===== config.mk =====
export PLATFORM = sky130hd
export DESIGN_NAME = fpu_ctrl_branch
export DESIGN_NICKNAME = d
export VERILOG_FILES = /design/src/rtl/fcb_pkg.sv /design/src/rtl/fcb_ctrl_regs.sv /design/src/rtl/fcb_round_decode.sv /design/src/rtl/fcb_branch_eval.sv /design/src/rtl/fpu_ctrl_branch.sv
export SDC_FILE = /design/constraint.sdc
export NUM_CORES = 1
export LEC_CHECK = 0
export CAP_MARGIN = 20
export CORE_ASPECT_RATIO = 1.4
export CORE_MARGIN = 3
export CORE_UTILIZATION = 30
export CTS_CLUSTER_DIAMETER = 40
export DETAILED_ROUTE_END_ITERATION = 10
export GPL_TIMING_DRIVEN = 0
export HOLD_SLACK_MARGIN = 0.05
export PLACE_DENSITY = 0.57
export SYNTH_ARGS = -nofsm -noshare
export SYNTH_HDL_FRONTEND = slang
export SYNTH_HIERARCHICAL = 1
export SYNTH_SLANG_ARGS = --single-unit

===== constraint.sdc =====
create_clock -name clk -period 11.8 [get_ports clk]
set_clock_uncertainty 0.15 [all_clocks]
set_input_delay 2.36 -clock clk [delete_from_list [all_inputs] [get_ports clk]]
set_output_delay 2.36 -clock clk [all_outputs]
set_load 0.01 [all_outputs]

===== src/rtl/fcb_pkg.sv =====
package fcb_pkg;
  typedef enum logic [2:0] {
    FOP_RD    = 3'd0,
    FOP_WR    = 3'd1,
    FOP_BF    = 3'd2,
    FOP_BT    = 3'd3,
    FOP_BFL   = 3'd4,
    FOP_BTL   = 3'd5,
    FOP_DIV   = 3'd6,
    FOP_ARITH = 3'd7
  } fop_e;

  localparam int CTL_W     = 32;
  localparam int IDX_W     = 5;
  localparam int CSR_IDX   = 31;
  localparam int ID_IDX    = 0;
  localparam int COND_BIT  = 23;
  localparam int DZ_EN_BIT = 10;
  localparam int RM_W      = 2;
  localparam int RM_MODES  = 1 << RM_W;
endpackage


===== src/rtl/fcb_ctrl_regs.sv =====
module fcb_ctrl_regs
  import fcb_pkg::*;
#(
  parameter logic [CTL_W-1:0] IMPL_REV = 32'h0000_0A00
) (
  input  logic             clk,
  input  logic             rst,
  input  logic             wr_en,
  input  logic [IDX_W-1:0] idx,
  input  logic [CTL_W-1:0] wr_data,
  output logic [CTL_W-1:0] csr_q,
  output logic [CTL_W-1:0] csr_d,
  output logic [CTL_W-1:0] rd_data,
  output logic             rd_hit
);
  localparam logic [IDX_W-1:0] CSR_SEL = IDX_W'(CSR_IDX);
  localparam logic [IDX_W-1:0] ID_SEL  = IDX_W'(ID_IDX);

  always_comb begin
    csr_d = csr_q;
    if (wr_en && idx == CSR_SEL) csr_d = wr_data;
  end

  always_ff @(posedge clk) begin
    if (rst) csr_q <= '0;
    else     csr_q <= csr_d;
  end

  always_comb begin
    rd_hit  = 1'b1;
    rd_data = '0;
    if (idx == CSR_SEL)     rd_data = csr_q;
    else if (idx == ID_SEL) rd_data = IMPL_REV;
    else                    rd_hit  = 1'b0;
  end

  // the word only moves on a write that targets index 31
  p_csr_hold_r4: assert property (@(posedge clk) disable iff (rst)
    !(wr_en && idx == CSR_SEL) |=> csr_q == $past(csr_q));
  p_csr_load_r4: assert property (@(posedge clk) disable iff (rst)
    (wr_en && idx == CSR_SEL) |=> csr_q == $past(wr_data));
endmodule


===== src/rtl/fcb_round_decode.sv =====
module fcb_round_decode
  import fcb_pkg::*;
(
  input  logic                clk,
  input  logic                rst,
  input  logic [RM_W-1:0]     mode_next,
  output logic [RM_MODES-1:0] sel_q
);
  logic [RM_MODES-1:0] sel_d;

  for (genvar k = 0; k < RM_MODES; k++) begin : g_mode
    assign sel_d[k] = (mode_next == RM_W'(k));
  end

  always_ff @(posedge clk) begin
    if (rst) sel_q <= RM_MODES'(1);
    else     sel_q <= sel_d;
  end

  // exactly one rounding behaviour is selected at all times
  p_rnd_onehot_r5: assert property (@(posedge clk) disable iff (rst)
    $countones(sel_q) == 1);
endmodule


===== src/rtl/fcb_branch_eval.sv =====
module fcb_branch_eval #(
  parameter int PC_W  = 32,
  parameter int IMM_W = 16
) (
  input  logic             on_true,
  input  logic             likely,
  input  logic             cond,
  input  logic [PC_W-1:0]  pc,
  input  logic [IMM_W-1:0] imm,
  output logic             taken,
  output logic             nullify,
  output logic [PC_W-1:0]  seq_pc,
  output logic [PC_W-1:0]  target
);
  logic [PC_W-1:0] offs;

  assign offs    = {{(PC_W-IMM_W){imm[IMM_W-1]}}, imm};
  assign seq_pc  = pc + PC_W'(4);
  assign target  = seq_pc + (offs << 2);
  assign taken   = on_true ? cond : !cond;
  assign nullify = likely && !taken;
endmodule


===== src/rtl/fpu_ctrl_branch.sv =====
module fpu_ctrl_branch
  import fcb_pkg::*;
#(
  parameter int               PC_W     = 32,
  parameter int               IMM_W    = 16,
  parameter int               INT_W    = 64,
  parameter logic [CTL_W-1:0] IMPL_REV = 32'h0000_0A00
) (
  input  logic                clk,
  input  logic                rst,
  input  logic                op_valid,
  input  logic [2:0]          op_code,
  input  logic                cop_usable,
  input  logic [IDX_W-1:0]    ctl_idx,
  input  logic [CTL_W-1:0]    int_wdata,
  input  logic [PC_W-1:0]     pc,
  input  logic [IMM_W-1:0]    imm,
  input  logic                divisor_zero,
  output logic                done,
  output logic                fault_unusable,
  output logic [PC_W-1:0]     next_pc,
  output logic                br_taken,
  output logic                nullify_slot,
  output logic                int_wen,
  output logic [INT_W-1:0]    int_rdata,
  output logic [RM_MODES-1:0] rnd_sel,
  output logic                div0_flag
);
  fop_e            op;
  logic            acc, is_br, on_true, likely, wr_en, dz_hit;
  logic [CTL_W-1:0] csr_q, csr_d, rd_data;
  logic            rd_hit, taken, nullify;
  logic [PC_W-1:0] seq_pc, target;

  assign op      = fop_e'(op_code);
  assign acc     = op_valid && cop_usable;
  assign is_br   = (op == FOP_BF) || (op == FOP_BT) || (op == FOP_BFL) || (op == FOP_BTL);
  assign on_true = (op == FOP_BT) || (op == FOP_BTL);
  assign likely  = (op == FOP_BFL) || (op == FOP_BTL);
  assign wr_en   = acc && (op == FOP_WR);
  assign dz_hit  = acc && (op == FOP_DIV) && divisor_zero && csr_q[DZ_EN_BIT];

  fcb_ctrl_regs #(.IMPL_REV(IMPL_REV)) u_regs (
    .clk(clk), .rst(rst), .wr_en(wr_en), .idx(ctl_idx), .wr_data(int_wdata),
    .csr_q(csr_q), .csr_d(csr_d), .rd_data(rd_data), .rd_hit(rd_hit)
  );

  fcb_round_decode u_rnd (
    .clk(clk), .rst(rst), .mode_next(csr_d[RM_W-1:0]), .sel_q(rnd_sel)
  );

  fcb_branch_eval #(.PC_W(PC_W), .IMM_W(IMM_W)) u_br (
    .on_true(on_true), .likely(likely), .cond(csr_q[COND_BIT]),
    .pc(pc), .imm(imm), .taken(taken), .nullify(nullify),
    .seq_pc(seq_pc), .target(target)
  );

  always_ff @(posedge clk) begin
    if (rst) begin
      done           <= 1'b0;
      fault_unusable <= 1'b0;
      next_pc        <= '0;
      br_taken       <= 1'b0;
      nullify_slot   <= 1'b0;
      int_wen        <= 1'b0;
      int_rdata      <= '0;
      div0_flag      <= 1'b0;
    end else begin
      done           <= op_valid;
      fault_unusable <= op_valid && !cop_usable;
      br_taken       <= acc && is_br && taken;
      nullify_slot   <= acc && is_br && nullify;
      int_wen        <= acc && (op == FOP_RD) && rd_hit;
      div0_flag      <= dz_hit;
      if (acc && (op == FOP_RD) && rd_hit)
        int_rdata <= {{(INT_W-CTL_W){rd_data[CTL_W-1]}}, rd_data};
      if (op_valid) begin
        if (!cop_usable)        next_pc <= pc;
        else if (is_br && taken) next_pc <= target;
        else                    next_pc <= seq_pc;
      end
    end
  end

  // a fault carries no side effect
  p_fault_quiet_r9: assert property (@(posedge clk) disable iff (rst)
    fault_unusable |-> !int_wen && !br_taken && !nullify_slot && !div0_flag);
  p_fault_pc_r9: assert property (@(posedge clk) disable iff (rst)
    (op_valid && !cop_usable) |=> next_pc == $past(pc));
  // nullify only on a not-taken branch
  p_nullify_r8: assert property (@(posedge clk) disable iff (rst)
    nullify_slot |-> !br_taken);
  // divide-by-zero needs the enable bit
  p_div0_r10: assert property (@(posedge clk) disable iff (rst)
    div0_flag |-> $past(csr_q[DZ_EN_BIT] && divisor_zero && op_valid && cop_usable));
  // completion follows issue
  p_done_r11: assert property (@(posedge clk) disable iff (rst)
    op_valid |=> done);
endmodule


==> metrics.md, run 1 <==
| Metric | Value |
|---|---|
| Die H | 193 um |
| Num ports | 199 |
| Final hold vios | 0 |
| Largest net degree at the start of global routing | 35 |
| Max_slew headroom | 0.345 |
| Gr usage total | 0.185 |
| CTS Buf Count | 9 |
| RSZ-0062 raised after global routing | no |
| Vias in the first global route | 7207 |
| FMAX | 155 MHz |
| Via count | 7039 |
| CTS tree | built |
| Share of layout cells above drive strength 1 | 0.0947 |
| Core Box Area | 24200 um^2 |
| R2R setup slack | 10.03 ns |
| Hold Path Depth | 2 |
| Detailed Place HPWL | 19500 um |
| Grt total ovfl | 0 |
| Clock latency at the later pin of the worst-skew pair | 0.36 ns |
| Synth warn | 6 |
| Mean Syn Cell Area | 8.44 um^2 |
| Post-Place Cells | 1392 |
| Critical Path Fanout Max | 7 |
| CTS H-tree depth | 3 |
| Hold Path Class | reg -> reg |
| PostCTS Resize Cnt | 0 |
| Starting DRT DRC Count | 413 |
| Worst r2r src | u_regs/csr_q[23] |
| Commonest non-fill, non-tap cell in the layout | clkdlybuf4s50_1 |
| Worst EP arrival | 6.54 ns |
| Post-Syn Area | 7460 um^2 |
| Die area | 26800 um^2 |
| Final wirelength | 24600 um |
| # DRC | 0 |
| Max Transition Viols Final | 0 |
| Length in cells of the worst reg-to-reg path | 4 |
| CTS Hold Bufs | 0 |
| Mapped Nets | 1011 |
| Initial Util | 0.308 |
| Leak Pwr | 3.65 nW |
| Final worst path period share | 0.545 |
| Die X | 139 um |
| Clock buffer depth | 2 |
| Initial antenna violation count | 2 |
| Worst vdd ir | 0.0735 mV |
| Syn-to-layout area delta | 35.9% |
| Worst Tran Pin Value | 0.981 ns |
| Final setup viols | 0 |
| MaxCap Viol Count | 0 |
| WHS Endpoint | u_regs/csr_q[31] |
| # rows | 67 |
| Required @ worst endpoint | 11.91 ns |
| Router iterations before antenna repair | 5 |
| First-pass GRT wire length | 39600 um |
| Placer congestion estimate | 0.895 |
| Status | complete, no violations |
| Reg2reg end | next_pc[24] |
| Fin crit period | 6.43 ns |
| CTS clock-pin slew for the worst setup and hold paths | 0.07 ns |
| DR vias/cell | 5.00 |
| Pwr per Cell Area | 92.5 nW/um^2 |
| CTS root buf | clkbuf_16 |
| Mapped Cells | 884 |
| Clock sink total | 106 |
| Critical path class | in -> reg |
| DR WL/cell | 17.5 um |
| Setup TNS | 0 ns |
| Hold wc startpoint | u_regs/csr_q[31] |
| CP Launch Type | input pin |
| I/O Buffers | 198 |
| Highest-count cells in the layout ignoring fill and taps | clkdlybuf4s50_1 (198), dfxtp_1 (106), nand2b_1 (98) |
| Setup bufs post-CTS | 0 |
| Nets@finish | 1220 |
| Crit. End Element | register |
| Non-Filler Instances | 1409 |
| Number of routed nets with antenna violations | 0 |
## worst max path at each step
stage | startpoint | to | slack [ns]
4_1_cts | pc[2] | next_pc[28] | 5.41
2_1_floorplan | pc[4] | next_pc[28] | 6.38
6_report | pc[4] | next_pc[28] | 5.37
5_1_grt | pc[2] | next_pc[28] | 5.18
3_5_place_dp | pc[2] | next_pc[28] | 5.01
3_3_place_gp | pc[2] | next_pc[28] | 4.99
## state kept, by name, indices dropped and copies added, names as in the netlist
name and flops:
br_taken 1, int_rdata 32, u_rnd/sel_q 4, next_pc 32
fault_unusable 1, u_regs/csr_q 32, nullify_slot 1, int_wen 1
div0_flag 1, done 1
## report_power, final
group          total, mW  leakage (nW)  switching [mW]  internal (mW)
sequential         0.375         0.860         0.00684          0.368
combinational      0.239          2.65           0.123          0.116
clock              0.323         0.147           0.151          0.172
## cell type report
class	count	area, um^2
diodes	1	2.50
clock inverters	5	60.1
well taps	310	388
fillers	2477	14100
clock buffers	11	243
multi-input cells	674	4710
inverters	11	41.3
repair buffers	198	1980
plain buffers	93	586
flip-flops and latches	106	2120
## critical path, cell delays in order
cell and delay, ns:
clkdlybuf4s50_1 0.63, and4_4 0.30, nand3_2 0.15, nor4_2 0.59
nand4_1 0.19, xnor2_1 0.18, ha_1 0.30, buf_6 0.13
nand4_1 0.17, or3_1 0.44, a211oi_1 0.35, nor2_2 0.16
mux2i_1 0.17, o311ai_1 0.10, a221o_1 0.31
## routing by layer
metal / wire length [um] / global-route usage
met3: 1170 / 0.0337
met2: 12800 / 0.342
met1: 10100 / 0.211
met5: 5 / 0
met4: 641 / 0.0712
## per-stage QoR
stage | setup WS (ns) | util | power, mW | cell area [um^2] | hold WS [ns]
finish | 5.37 | 0.418 | 0.938 | 10100 | 0.317
global route | 5.18 | 0.418 | 0.985 | 10100 | 0.338
CTS | 5.41 | 0.418 | 0.948 | 10100 | 0.322
detailed placement | 5.01 | 0.406 | 0.621 | 9830 | 0.310
global placement | 4.99 | 0.406 | 0.621 | 9830 | 0.306
floorplan | 6.38 | - | 0.520 | 7460 | 0.294
No activity file was read; power rests on OpenSTA's default activity.
==> run 2, diff against run 1 <==
Clock period 11.8 ns to 6.69 ns, I/O delays scaled along.
==> results of run 2 <==
Same layout as run 1 (identical final DEF). Status: complete, no violations.
Among the figures that moved: setup slack after placement 5.01 ns -> 0.922 ns; setup slack after layout 5.37 ns -> 1.28 ns; register-to-register setup slack 10.03 ns -> 4.92 ns; total power 0.938 mW -> 1.65 mW; worst IR drop on VDD 0.0735 mV -> 0.130 mV
